==> src/rtl/pstall_pkg.sv <==
// Package: stage indices and the occupancy vector type shared by the
// pipeline stall controller. Assumes a fixed six-stage ordering.
package pstall_pkg;
    localparam int NSTG = 6;
    localparam int ST_F = 0;
    localparam int ST_D = 1;
    localparam int ST_E = 2;
    localparam int ST_M = 3;
    localparam int ST_A = 4;
    localparam int ST_W = 5;
    typedef logic [NSTG-1:0] stg_vec_t;
endpackage

==> src/rtl/stall_arbiter.sv <==
// Stall arbiter: turns align-stage busy sources and the decode hazard into
// per-stage hold and bubble controls. Assumes sources are only meaningful
// while the stage they describe is occupied; the align freeze outranks the
// decode freeze.
module stall_arbiter
    import pstall_pkg::*;
#(
    parameter int HAS_SHIFT = 1,
    parameter int HAS_DIV   = 1
) (
    input  logic     clk,
    input  logic     rst_n,
    input  stg_vec_t occ,
    input  logic     a_mem_busy,
    input  logic     a_shift_busy,
    input  logic     a_div_busy,
    input  logic     d_hazard,
    output logic     a_freeze,
    output logic     d_freeze,
    output stg_vec_t hold,
    output stg_vec_t bubble
);
    localparam logic SH_EN = (HAS_SHIFT != 0);
    localparam logic DV_EN = (HAS_DIV != 0);

    logic a_src;

    // Purpose: merge the enabled align sources and rank the two freezes.
    always_comb begin
        a_src    = a_mem_busy | (SH_EN & a_shift_busy) | (DV_EN & a_div_busy);
        a_freeze = occ[ST_A] & a_src;
        d_freeze = occ[ST_D] & d_hazard & ~a_freeze;
    end

    // Purpose: a freeze holds its own stage and every stage before it.
    for (genvar k = 0; k < NSTG; k++) begin : g_hold
        if (k <= ST_D) begin : g_front
            assign hold[k] = a_freeze | d_freeze;
        end else if (k <= ST_A) begin : g_mid
            assign hold[k] = a_freeze;
        end else begin : g_tail
            assign hold[k] = 1'b0;
        end
    end

    // Purpose: place an empty slot just past each frozen region.
    for (genvar k = 0; k < NSTG; k++) begin : g_bub
        if (k == ST_W) begin : g_wb
            assign bubble[k] = a_freeze;
        end else if (k == ST_E) begin : g_ex
            assign bubble[k] = d_freeze;
        end else begin : g_none
            assign bubble[k] = 1'b0;
        end
    end

    // the two freezes never appear together
    p_single_freeze_r6: assert property (@(posedge clk) disable iff (!rst_n)
        !(a_freeze && d_freeze));
    // an empty align stage never raises a freeze
    p_empty_align_quiet_r9: assert property (@(posedge clk) disable iff (!rst_n)
        !occ[ST_A] |-> !a_freeze);
endmodule

==> src/rtl/stage_slot.sv <==
// Stage slot: one occupancy bit. Loads from the stage before it, holds,
// or takes a bubble. Assumes hold and bubble are never both high. Stages
// built with CAN_FLUSH are cleared by flush, which outranks hold.
module stage_slot #(
    parameter int CAN_FLUSH = 0
) (
    input  logic clk,
    input  logic rst_n,
    input  logic flush,
    input  logic hold,
    input  logic bubble,
    input  logic up_valid,
    output logic valid
);
    localparam logic FL_EN = (CAN_FLUSH != 0);

    // Purpose: update the occupancy bit by priority reset, flush, hold, bubble, load.
    always_ff @(posedge clk) begin
        if (!rst_n)               valid <= 1'b0;
        else if (FL_EN && flush)  valid <= 1'b0;
        else if (hold)            valid <= valid;
        else if (bubble)          valid <= 1'b0;
        else                      valid <= up_valid;
    end

    // a held slot keeps its value whatever lies ahead of it
    p_hold_freezes_r7: assert property (@(posedge clk) disable iff (!rst_n)
        hold && !(FL_EN && flush) |=> $stable(valid));
    // a bubble that is not held leaves the slot empty
    p_bubble_empties_r4: assert property (@(posedge clk) disable iff (!rst_n)
        bubble && !hold && !(FL_EN && flush) |=> !valid);
    // flush empties a flushable slot
    p_flush_clears_r10: assert property (@(posedge clk) disable iff (!rst_n)
        FL_EN && flush |=> !valid);
endmodule

==> src/rtl/pipe_stall_ctrl.sv <==
// Pipeline stall controller top: one arbiter and six occupancy slots.
// Assumes in-order single issue; fetch is fed by issue_valid, and fetch,
// decode and execute are the flushable stages.
module pipe_stall_ctrl
    import pstall_pkg::*;
#(
    parameter int HAS_SHIFT = 1,
    parameter int HAS_DIV   = 1
) (
    input  logic       clk,
    input  logic       rst_n,
    input  logic       flush,
    input  logic       issue_valid,
    input  logic       a_mem_busy,
    input  logic       a_shift_busy,
    input  logic       a_div_busy,
    input  logic       d_hazard,
    output logic [5:0] stage_valid,
    output logic [5:0] stage_adv,
    output logic [5:0] stage_bubble
);
    stg_vec_t occ, hold, bub, up_v;
    logic     a_freeze, d_freeze;

    stall_arbiter #(.HAS_SHIFT(HAS_SHIFT), .HAS_DIV(HAS_DIV)) u_arb (
        .clk(clk), .rst_n(rst_n), .occ(occ),
        .a_mem_busy(a_mem_busy), .a_shift_busy(a_shift_busy),
        .a_div_busy(a_div_busy), .d_hazard(d_hazard),
        .a_freeze(a_freeze), .d_freeze(d_freeze),
        .hold(hold), .bubble(bub)
    );

    // Purpose: chain the slots; fetch takes the issue request.
    for (genvar k = 0; k < NSTG; k++) begin : g_slot
        if (k == ST_F) begin : g_src
            assign up_v[k] = issue_valid;
        end else begin : g_chain
            assign up_v[k] = occ[k-1];
        end
        stage_slot #(.CAN_FLUSH(k <= ST_E ? 1 : 0)) u_slot (
            .clk(clk), .rst_n(rst_n), .flush(flush),
            .hold(hold[k]), .bubble(bub[k]),
            .up_valid(up_v[k]), .valid(occ[k])
        );
    end

    // Purpose: present occupancy and per-stage controls.
    always_comb begin
        stage_valid  = occ;
        stage_adv    = ~hold;
        stage_bubble = bub;
    end

    // with no freeze, writeback takes the align occupancy
    p_retire_in_order_r2: assert property (@(posedge clk) disable iff (!rst_n)
        !a_freeze |=> stage_valid[ST_W] == $past(stage_valid[ST_A]));
    // decode freeze lets memory drain from execute
    p_drain_behind_decode_r5: assert property (@(posedge clk) disable iff (!rst_n)
        d_freeze |=> stage_valid[ST_M] == $past(stage_valid[ST_E]));
    // with both requested, execute is held rather than bubbled
    p_align_wins_r6: assert property (@(posedge clk) disable iff (!rst_n)
        stage_valid[ST_A] && a_mem_busy && stage_valid[ST_D] && d_hazard
        |-> !stage_bubble[ST_E] && !stage_adv[ST_E]);
    // an align freeze keeps memory occupancy in place
    p_align_holds_mem_r3: assert property (@(posedge clk) disable iff (!rst_n)
        a_freeze |=> $stable(stage_valid[ST_M]));
endmodule

==> config.mk <==
export PLATFORM = sky130hd
export DESIGN_NAME = pipe_stall_ctrl
export DESIGN_NICKNAME = d
export VERILOG_FILES = /design/src/rtl/pstall_pkg.sv /design/src/rtl/stall_arbiter.sv /design/src/rtl/stage_slot.sv /design/src/rtl/pipe_stall_ctrl.sv
export SDC_FILE = /design/constraint.sdc
export NUM_CORES = 1
export LEC_CHECK = 0
export BUFFER_PORTS_ARGS = -buffer_cell sky130_fd_sc_hd__buf_4
export CAP_MARGIN = 15
export CORE_AREA = 2 2 39 41
export DETAILED_ROUTE_END_ITERATION = 8
export DIE_AREA = 0 0 41 43
export SLEW_MARGIN = 30
export SYNTH_ARGS = -nofsm -noshare
export SYNTH_HDL_FRONTEND = slang
export SYNTH_HIERARCHICAL = 1
export SYNTH_SLANG_ARGS = --single-unit
==> constraint.sdc <==
create_clock -name clk -period 2.1 [get_ports clk]
set_input_delay 0.21 -clock clk [delete_from_list [all_inputs] [get_ports clk]]
set_output_delay 0.21 -clock clk [all_outputs]
set_load 0.1 [all_outputs]
### After elaboration in Yosys (flattened, before gate mapping)

Index checks and enable logic that the tools add are counted.

| operators by class | value |
|---|---|
| mux-type cells | 1 |
| bitwise gates (word level) | 9 |
| reduce and logical (&&, ||, !) cells | 2 |

Operators by type and width:

| kind | number |
|---|---|
| 5-bit NOT with 6-bit output | 1 |
| 2-bit OR reduction | 2 |
| 1-bit AND | 3 |
| 1-bit OR | 3 |
| 1-bit NOT | 2 |
| 1-bit two-way mux | 1 |

| storage, ports and cells | value |
|---|---|
| word-level logic and storage cells | 18 |
| register bits | 6 |
| output and inout bits | 18 |

### Longest topological paths before layout

Gate-level depths: netlist of run 1.

| logic depth | value |
|---|---|
| word-level depth | 7 |
| mapped depth | 5 |

### Cells and area by module

Netlist of run 1, hierarchy kept.

Modules (own cells, without submodules):

| module | cells each | times used | area each (sq um) |
|---|---|---|---|
| stage_slot (g_slot[0].u_slot ...) | 5 | 3 | 43.8 |
| stage_slot (g_slot[3].u_slot ...) | 3 | 3 | 41.3 |
| stall_arbiter | 16 | 1 | 108.9 |
| pipe_stall_ctrl | 6 | 1 | 22.5 |

### Worst setup path before layout of run 1

Ideal clock, no wire load.

| path | value |
|---|---|
| kind | register to output |
| start point | register g_slot[4].u_slot.valid |
| end point | output port stage_adv[1] |
| arrival | 1.936 ns |
| slack | -0.046 ns |
| stages on the path, launching flop included | 5 |
| buffers on the path | 1 |
| required time | 1.890 ns |
| cells stage by stage | dfxtp_1 > o31a_1 > nand2b_1 > buf_4 > inv_1 |

| on the way | value |
|---|---|
| cells in the longest elaborated chain, start to end | 5 |

RTL lines:

| item | RTL line | source |
|---|---|---|
| start, declared | stage_slot.sv:13 | `output logic valid` |
| start signal, assigned | stage_slot.sv:21 | `else if (hold) valid <= valid;` |
| start signal, assigned | stage_slot.sv:23 | `else valid <= up_valid;` |
| 1-bit AND (*) | stall_arbiter.sv:31 | `a_freeze = occ[ST_A] & a_src;` |
| via a_freeze | pipe_stall_ctrl.sv:23 | `logic a_freeze, d_freeze;` |
| 1-bit NOT | stall_arbiter.sv:32 | `d_freeze = occ[ST_D] & d_hazard & ~a_freeze;` |
| 1-bit AND | stall_arbiter.sv:32 |  |
| 1-bit OR (*) | - |  |
| via hold[0] | pipe_stall_ctrl.sv:22 | `stg_vec_t occ, hold, bub, up_v;` |
| 5-bit NOT with 6-bit output (*) | pipe_stall_ctrl.sv:50 | `stage_adv = ~hold;` |
| end, declared | pipe_stall_ctrl.sv:19 | `output logic [5:0] stage_adv,` |

The timed path passes the listed nets; every way through them passes the cells marked *.

### Worst setup path in the final report of run 1

| path | value |
|---|---|
| start point | register g_slot[4].u_slot.valid |
| end point | output port stage_adv[1] |

| on the way | value |
|---|---|
| cells in the longest elaborated chain, start to end | 5 |

RTL lines:

| item | RTL line |
|---|---|
| 1-bit AND (*) | stall_arbiter.sv:31 |
| 1-bit NOT | stall_arbiter.sv:32 |
| 1-bit AND | stall_arbiter.sv:32 |
| 1-bit OR (*) | - |
| via hold[0] | pipe_stall_ctrl.sv:22 |
| 5-bit NOT with 6-bit output (*) | pipe_stall_ctrl.sv:50 |

Marks and branches as above.

==> results of run 1 <==
[path summary, 6_finish.rpt]
kind,from,to,slack [ns],cells past startpoint
hold reg to reg,g_slot[2].u_slot/valid,g_slot[2].u_slot/valid,0.46,2
setup reg to reg,g_slot[4].u_slot/valid,g_slot[1].u_slot/valid,0.82,4
hold / removal,flush,g_slot[2].u_slot/valid,0.22,3
setup / recovery,g_slot[4].u_slot/valid,stage_adv[1],0.61,4
[cell families (layout without fill, tap and decap cells)]
group / Yosys count / in the layout / share of synthesized area
buffers and inverters: 17 / 30 / 0.272
and+or+nand+nor: 15 / 15 / 0.278
AOI/OAI and AO/OA: 7 / 7 / 0.129
DFF: 6 / 6 / 0.311
other: 1 / 5 / 0.00970
[power groups by stage]
stage	combinational [W]	clock, W	sequential [W]
finish	0.0000651	0.000104	0.000115
global route	0.0000676	0.000116	0.000115
CTS	0.0000648	0.000113	0.000115
detailed placement	0.0000647	0	0.000117
global placement	0.0000645	0	0.000117
floorplan	0.0000533	0	0.000122
[stage by stage]
| stage | setup slack (ns) | utilization | cells |
|---|---|---|---|
| 6_report | 0.614 | 0.376 | 79 |
| 5_1_grt | 0.496 | 0.376 | 79 |
| 4_1_cts | 0.593 | 0.376 | 79 |
| 3_5_place_dp | 0.634 | 0.360 | 76 |
| 3_3_place_gp | 0.650 | 0.360 | 76 |
| 2_1_floorplan | 0.159 | - | 50 |
[tightest hold or removal path, delay by kind of cell]
| kind | cells | cell delay (ns) |
|---|---|---|
| buf+inv | 1 | 0.08 |
| compound gates | 1 | 0.03 |
| simple gates | 1 | 0.09 |
[layer usage]
metal	part of all wire	vias to the layer above
met1	0.42	134
met2	0.44	19
li1	-	171
met4	0	0
met5	0	-
met3	0.14	0
[cell type report]
class | count | area (µm²) | share of cell area
Timing Repair Buffer | 21 | 158 | 0.303
Tap cell | 16 | 20.0 | 0.0385
Sequential cell | 6 | 121 | 0.233
Multi-Input combinational cell | 27 | 176 | 0.339
Inverter | 6 | 22.5 | 0.0433
Clock buffer | 3 | 22.5 | 0.0433
[placed cells by master, fill, tap and decap left out, drive strengths merged]
cell,count
buf,21
inv,6
dfxtp,6
conb,5
nand2,4
nand2b,4
clkbuf,3
or3b,3
a21oi,3
and4bb,3
a31o,3
o31a,1
nor2,1
==> results.sh, run 1 <==
export IMPL_outcome="completed"
export IMPL_final_nets=73
export IMPL_syn2layout_area_growth_pct=34.6
export IMPL_crit_path_start_kind="register"
export IMPL_criticalPathCategory="register to output port"
export IMPL_antennaDiodeCount=0
export IMPL_pwr_share_comb=0.229
export IMPL_wirelength_um=777
export IMPL_num_rows=14
export IMPL_grt_max_degree=12
export IMPL_gp_congestion=0.547
export IMPL_path_clk_slew_ns=0.04
export IMPL_report_final_hold_viol_count=0
export IMPL_p_int_w=0.000192
export IMPL_p_clk_frac=0.366
export IMPL_required_ns=1.89
export IMPL_ant_nets=0
export IMPL_cts_root_buf="clkbuf_4"
export IMPL_clock_latency_ns=0.24
export IMPL_gr_usage_met1=0.109
export IMPL_cts_buffer_depth=2
export IMPL_dieArea_um2=1760
export IMPL_regMostFlops="g_slot.u_slot/valid"
export IMPL_met3_usage=0.0576
export IMPL_worst_path_dominant_cell_family="buffers and inverters"
export IMPL_cts_tree="done"
export IMPL_power_frac_seq=0.406
export IMPL_grt_busiest_layer="met2"
export IMPL_yosys_area_top_type_share=0.311
export IMPL_switching_share=0.324
export IMPL_worstHoldPathType="input pin to register"
export IMPL_die_x_um=41
export IMPL_cp_max_fo=6
export IMPL_synth_edf_count=0
export IMPL_cp_slowest_cell="dfxtp_2"
export IMPL_cellPowerDensity_nw_per_um2=547
export IMPL_core_region_area_um2=1380
export IMPL_cp_arrival_ns=1.28
export IMPL_synth_most_common_cell="buf_4"
export IMPL_peakVddDrop_v=0.000210
export IMPL_setup_viol=0
export IMPL_routed_via_density=4.10
export IMPL_endpoint_kind="output port"
export IMPL_synthTopCellsByCount="buf_4 (11), dfxtp_1 (6), inv_1 (6)"
export IMPL_post_cts_setup_buffers=0
export IMPL_drive_above_1_share=0.397
export IMPL_ys_types=12
export IMPL_reg_top3="g_slot.u_slot/valid x6"
export IMPL_power_w=0.000285
export IMPL_fin_crit_ns=1.49
export IMPL_p_leak_nw=0.240
export IMPL_drc=0
export IMPL_yosys_area_top_type="dfxtp_1"
export IMPL_htree_levels=1
export IMPL_cts_sinks=6
export IMPL_fillers=155
export IMPL_ys_seq_area_frac=0.311
export IMPL_ys_seq_elements=6
export IMPL_drtIter0Drc=1
export IMPL_gr_total_overflow=0
export IMPL_portBuffers=20
export IMPL_fin_skew_ns=0.00102
export IMPL_synthFlopType="dfxtp_1"
export IMPL_place_area_um2=498
export IMPL_die_h_um=43
export IMPL_rsz0062_at_grt="no"
export IMPL_fmax_mhz=673
export IMPL_fin_hold_ws_ns=0.220
export IMPL_vias=324
export IMPL_cts_resized=0
export IMPL_synth_area_um2=387
export IMPL_design_area_um2=520
export IMPL_cts_hold_fix_buffers=0
export IMPL_largest_reg_flops=6
export IMPL_synth_area_leaders="dfxtp_1 (31%), buf_4 (21%), and4bb_1 (9.7%)"
export IMPL_use_met2=0.109
export IMPL_maxCapViolCount=0
export IMPL_post_drt_wl_per_cell_um=9.84
export IMPL_dr_pass1_iters=2
export IMPL_crit_buf_inv=2
export IMPL_syn_avg_cell_area_um2=8.40
export IMPL_hpwlAfterDp_um=632
export IMPL_pin_count=26
export IMPL_grtUsageTotal=0.0923
export IMPL_grt_pass1_wl_mm=1.04
export IMPL_grt_pass1_vias=256
export IMPL_final_period_utilization=0.708
export IMPL_netlist_instances=46
export IMPL_synth_warnings=6
export IMPL_crit_chain="o31a_1 > nand2b_1 > inv_1 > buf_4"
export IMPL_slew_violations=0
export IMPL_setup_tns_final_ns=0
export IMPL_cts_made_buffers=3
export IMPL_antenna_found_initial=0
export IMPL_max_stage_delay_ns=0.33
export IMPL_synthArstFlopShare=0
export IMPL_p_switching_w=0.0000924
export IMPL_start_util=0.279
No activity file was read; power rests on OpenSTA's default activity.
==> inputs of run 2 (changes only) <==
Clock period 2.1 ns to 1.28 ns, I/O delays scaled along.
==> run 2 against run 1 <==
- largest cell class is now buffers
- non-clock buffer count up 5
- total power is 71% higher
- setup slack got worse by 0.69 ns
- die area did not move
- first-iteration DRC count rose by 100%
- sequential share of layout area shrank 4.6 points
- the run now ends with setup timing left
- via count is 14% higher
- critical endpoint unchanged
==> results.sh, run 2 (synthesis results as in run 1) <==
export IMPL_required_ns=1.15
export IMPL_crit_buf_inv=2
export IMPL_clock_latency_ns=0.24
export IMPL_pin_count=26
export IMPL_endpoint_kind="output port"
export IMPL_fin_ws_ns=-0.0721
export IMPL_drive_above_1_share=0.594
export IMPL_post_route_util=0.488
export IMPL_grt_max_degree=10
export IMPL_cts_sinks=6
export IMPL_fmax_mhz=740
export IMPL_drc=0
export IMPL_layoutNonFillerInstCount=85
export IMPL_drtIter0Drc=2
export IMPL_die_h_um=43
export IMPL_whs_path_depth=3
export IMPL_final_nets=78
export IMPL_rsz0062_at_grt="yes"
export IMPL_setup_viol=11
export IMPL_worstHoldPathType="input pin to register"
export IMPL_portBuffers=20
export IMPL_hpwlAfterDp_um=647
export IMPL_grt_pass1_vias=328
export IMPL_cts_made_buffers=3
export IMPL_hold_end="g_slot[2].u_slot/valid"
export IMPL_post_drt_wl_per_cell_um=10.1
export IMPL_cts_tree="done"
export IMPL_cts_root_buf="clkbuf_4"
export IMPL_outcome="complete, but fails checks"
export IMPL_hp_start="flush"
export IMPL_dp_cells=76
export IMPL_p_leak_nw=0.309
export IMPL_path_clk_slew_ns=0.05
export IMPL_criticalPathCategory="register to output port"
export IMPL_largest_reg_flops=6
export IMPL_wirelength_um=860
export IMPL_cts_hold_fix_buffers=0
export IMPL_htree_levels=1
export IMPL_ant_nets=0
export IMPL_crit_chain="o31a_1 > nand2b_4 > clkinvlp_4 > buf_12"
export IMPL_r2r_setup_slack_ns=-0.07
export IMPL_reg_top3="g_slot.u_slot/valid x6"
export IMPL_layout_common_cells="buf_4 (17), buf_12 (5), conb_1 (5)"
export IMPL_cp_arrival_ns=1.22
export IMPL_num_rows=14
export IMPL_core_region_area_um2=1380
export IMPL_max_stage_delay_ns=0.34
export IMPL_dieArea_um2=1760
export IMPL_peakVddDrop_v=0.000641
export IMPL_fin_skew_ns=0.00356
export IMPL_cts_buffer_depth=2
export IMPL_fillers=143
export IMPL_routed_via_density=4.33
export IMPL_antennaDiodeCount=0
export IMPL_violations="setup timing"
export IMPL_dr_pass1_iters=4
export IMPL_crit_path_start_kind="register"
export IMPL_antenna_found_initial=0
export IMPL_vias=368
export IMPL_syn2layout_area_growth_pct=74.8
export IMPL_report_final_hold_viol_count=0
export IMPL_worst_path_dominant_cell_family="flip-flops"
export IMPL_cellPowerDensity_nw_per_um2=720
export IMPL_start_util=0.279
export IMPL_grtUsageTotal=0.124
export IMPL_grt_pass1_wl_mm=1.39
export IMPL_rr_worst_depth=5
export IMPL_final_period_utilization=1.06
export IMPL_gr_total_overflow=0
export IMPL_fin_crit_ns=1.35
export IMPL_design_area_um2=676
export IMPL_die_x_um=41
export IMPL_pre_cts_slack_ns=-0.0269
export IMPL_mostFrequentLayoutCell="buf_4"
export IMPL_setup_tns_final_ns=-0.404
export IMPL_rr_startpoint="g_slot[4].u_slot/valid"
export IMPL_regMostFlops="g_slot.u_slot/valid"
export IMPL_slew_violations=0
export IMPL_maxCapViolCount=0
export IMPL_place_area_um2=514
export IMPL_r2r_end="g_slot[5].u_slot/valid"
export IMPL_gp_congestion=0.610
export IMPL_cp_slowest_cell="dfxtp_4"
export IMPL_cp_max_fo=4
[run 2: tightest hold or removal path, stage by stage]
cell,delay (ns)
buf_4,0.09
nand2b_1,0.09
a21oi_1,0.03
[run 2: repair_timing]
| action | CTS | global route |
|---|---|---|
| pin swaps | 0 | 0 |
| resized for setup | 11 | 18 |
| endpoints found under the setup margin | 7 | 10 |
| setup buffers | 3 | 2 |
[run 2: worst max path at each step]
stage / start / endpoint / slack, ns / depth (start not counted)
after floorplan: g_slot[4].u_slot/valid / g_slot[2].u_slot/valid / -0.34 / 5
after detailed placement: a_shift_busy / g_slot[0].u_slot/valid / -0.03 / 5
after CTS: g_slot[4].u_slot/valid / stage_adv[1] / -0.09 / 4
final: g_slot[4].u_slot/valid / stage_adv[1] / -0.07 / 4
after global placement: a_shift_busy / g_slot[0].u_slot/valid / -0.03 / 5
after global routing: g_slot[4].u_slot/valid / stage_adv[1] / -0.15 / 4
[run 2: metal layers]
metal,routed length [µm],up-vias,global-route usage
li1,-,185,-
met1,325,168,0.149
met2,463,13,0.166
met3,50,2,0.0785
met4,21,0,0.0600
met5,0,-,0
[run 2: metrics by stage]
step | power [W] | hold slack [ns]
floorplan | 0.000287 | 0.250
global placement | 0.000297 | 0.390
detailed placement | 0.000297 | 0.394
CTS | 0.000490 | 0.132
global route | 0.000525 | 0.136
finish | 0.000486 | 0.142
[run 2: power breakdown]
part / switching [W] / leakage [nW] / internal, W
Clock: 0.0000693 / 0.0150 / 0.000118
Sequential: 0.000000768 / 0.0502 / 0.000187
Combinational: 0.0000877 / 0.244 / 0.0000241
[run 2: final cells by class]
type	instances	area, µm²	share of cell area
timing repair buffer	26	273	0.404
multi-input combinational	27	196	0.291
sequential	6	126	0.187
inverter	6	33.8	0.0500
clock buffer	4	26.3	0.0389
tap	16	20.0	0.0296
==> inputs of run 3 (changes only) <==
Settings changed: SETUP_SLACK_MARGIN set to 0.4.
==> run 3 against run 2 <==
- the run still ends with setup timing left
- register-to-register slack barely moved
- critical path type unchanged
- global-route usage rose by 0.36 points
- via count rose by 4.1%
==> results.sh, run 3 (synthesis results as in run 1) <==
export IMPL_outcome="complete, but fails checks"
export IMPL_violations="setup timing"
export IMPL_maxCapViolCount=0
export IMPL_layout_common_cells="buf_12 (11), buf_4 (10), buf_6 (6)"
export IMPL_cp_arrival_ns=1.22
export IMPL_syn2layout_area_growth_pct=100
export IMPL_rsz0062_at_grt="yes"
export IMPL_gr_total_overflow=0
export IMPL_cp_slowest_cell="dfxtp_4"
export IMPL_crit_path_start_kind="register"
export IMPL_worstHoldPathType="input pin to register"
export IMPL_required_ns=1.15
export IMPL_pwr_share_comb=0.231
export IMPL_p_int_w=0.000329
export IMPL_pre_cts_slack_ns=-0.0332
export IMPL_ant_nets=0
export IMPL_cts_made_buffers=3
export IMPL_cts_buffer_depth=2
export IMPL_fin_skew_ns=0.00841
export IMPL_regMostFlops="g_slot.u_slot/valid"
export IMPL_gp_congestion=0.666
export IMPL_hpwlAfterDp_um=586
export IMPL_mostFrequentLayoutCell="buf_12"
export IMPL_crit_chain="o31a_1 > nand2b_4 > clkinvlp_4 > buf_6"
export IMPL_grt_pass1_wl_mm=1.45
export IMPL_largest_reg_flops=6
export IMPL_num_rows=14
export IMPL_p_leak_nw=0.329
export IMPL_core_region_area_um2=1380
export IMPL_cts_root_buf="clkbuf_4"
export IMPL_cts_sinks=6
export IMPL_max_stage_delay_ns=0.34
export IMPL_portBuffers=20
export IMPL_fin_crit_ns=1.34
export IMPL_peakVddDrop_v=0.000363
export IMPL_power_frac_seq=0.376
export IMPL_final_nets=79
export IMPL_reg_top3="g_slot.u_slot/valid x6"
export IMPL_vias=383
export IMPL_start_util=0.279
export IMPL_antennaDiodeCount=0
export IMPL_dr_pass1_iters=4
export IMPL_report_final_hold_viol_count=0
export IMPL_cts_tree="done"
export IMPL_final_period_utilization=1.05
export IMPL_setup_viol=12
export IMPL_antenna_found_initial=0
export IMPL_drtIter0Drc=4
export IMPL_p_clk_frac=0.394
export IMPL_switching_share=0.333
export IMPL_cellPowerDensity_nw_per_um2=639
export IMPL_die_h_um=43
export IMPL_grtUsageTotal=0.127
export IMPL_p_switching_w=0.000164
export IMPL_grt_pass1_vias=365
export IMPL_pin_count=26
export IMPL_drive_above_1_share=0.629
export IMPL_drc=0
export IMPL_dieArea_um2=1760
export IMPL_slew_violations=0
export IMPL_endpoint_kind="output port"
export IMPL_fin_ws_ns=-0.0646
export IMPL_routed_via_density=4.45
export IMPL_htree_levels=1
export IMPL_wirelength_um=958
export IMPL_fmax_mhz=744
export IMPL_path_clk_slew_ns=0.05
export IMPL_post_drt_wl_per_cell_um=11.1
export IMPL_power_w=0.000494
export IMPL_clock_latency_ns=0.25
export IMPL_criticalPathCategory="register to output port"
export IMPL_die_x_um=41
export IMPL_grt_max_degree=10
export IMPL_cp_max_fo=3
-- run 3: cell types whose count changed in the layout (fill, tap and decap cells not counted), moves of 2 or more --
cell,previous run,this run
buf_6,4,6
dfxtp_2,2,4
buf_4,17,10
buf_12,5,11
dfxtp_1,3,0
-- run 3: final timing paths --
| path | from | depth (start not counted) | slack (ns) | end |
|---|---|---|---|---|
| worst min register to register | g_slot[2].u_slot/valid | 2 | 0.47 | g_slot[2].u_slot/valid |
| worst max-delay path | g_slot[4].u_slot/valid | 4 | -0.06 | stage_adv[1] |
| worst max register to register | g_slot[4].u_slot/valid | 5 | -0.06 | g_slot[0].u_slot/valid |
| worst min-delay path | flush | 3 | 0.14 | g_slot[2].u_slot/valid |
-- run 3: cell type report --
| cell class | count | area, µm² |
|---|---|---|
| fill | 120 | 611 |
| timing repair buffer | 27 | 363 |
| multi-input combinational | 27 | 198 |
| sequential | 6 | 133 |
| inverter | 6 | 33.8 |
| clock buffer | 4 | 26.3 |
| tap | 16 | 20.0 |
-- run 3: power by group through the flow --
| stage | clock, W | sequential (W) | combinational (W) |
|---|---|---|---|
| floorplan | 0 | 0.000199 | 0.0000878 |
| global placement | 0 | 0.000191 | 0.000106 |
| finish | 0.000194 | 0.000185 | 0.000114 |
| global route | 0.000214 | 0.000185 | 0.000118 |
| CTS | 0.000200 | 0.000185 | 0.000110 |
| detailed placement | 0 | 0.000191 | 0.000106 |
-- run 3: repair_timing --
action	4_1_cts	5_1_grt
gates resized for setup	47	4
setup endpoints to repair	19	19
buffers inserted	6	0
hold buffers	0	0
endpoints found under the hold margin	0	0
pin swaps	2	2
-- run 3: metrics by stage --
| step | util | TNS [ns] | cells | cell area [µm²] | hold WS [ns] |
|---|---|---|---|---|---|
| 2_1_floorplan | - | -2.39 | 50 | 433 | 0.250 |
| 3_3_place_gp | 0.373 | -0.0171 | 76 | 517 | 0.389 |
| 3_5_place_dp | 0.373 | -0.0592 | 76 | 517 | 0.395 |
| 4_1_cts | 0.549 | -0.397 | 86 | 759 | 0.134 |
| 5_1_grt | 0.559 | -0.827 | 86 | 773 | 0.135 |
| 6_report | 0.559 | -0.301 | 86 | 773 | 0.137 |
-- run 3: per-layer routing --
layer	track usage	share of wire	vias up
li1	-	-	184
met1	0.125	0.35	182
met2	0.200	0.58	13
met3	0.0314	0.043	4
met4	0.120	0.024	0
met5	0	0	-
-- run 3: critical path, delay by kind of cell, from the launching register on --
family / cells / cell delay [ns]
AO/OA/AOI/OAI: 1 / 0.19
buffers and inverters: 2 / 0.26
flip-flops: 1 / 0.34
AND/OR/NAND/NOR: 1 / 0.18
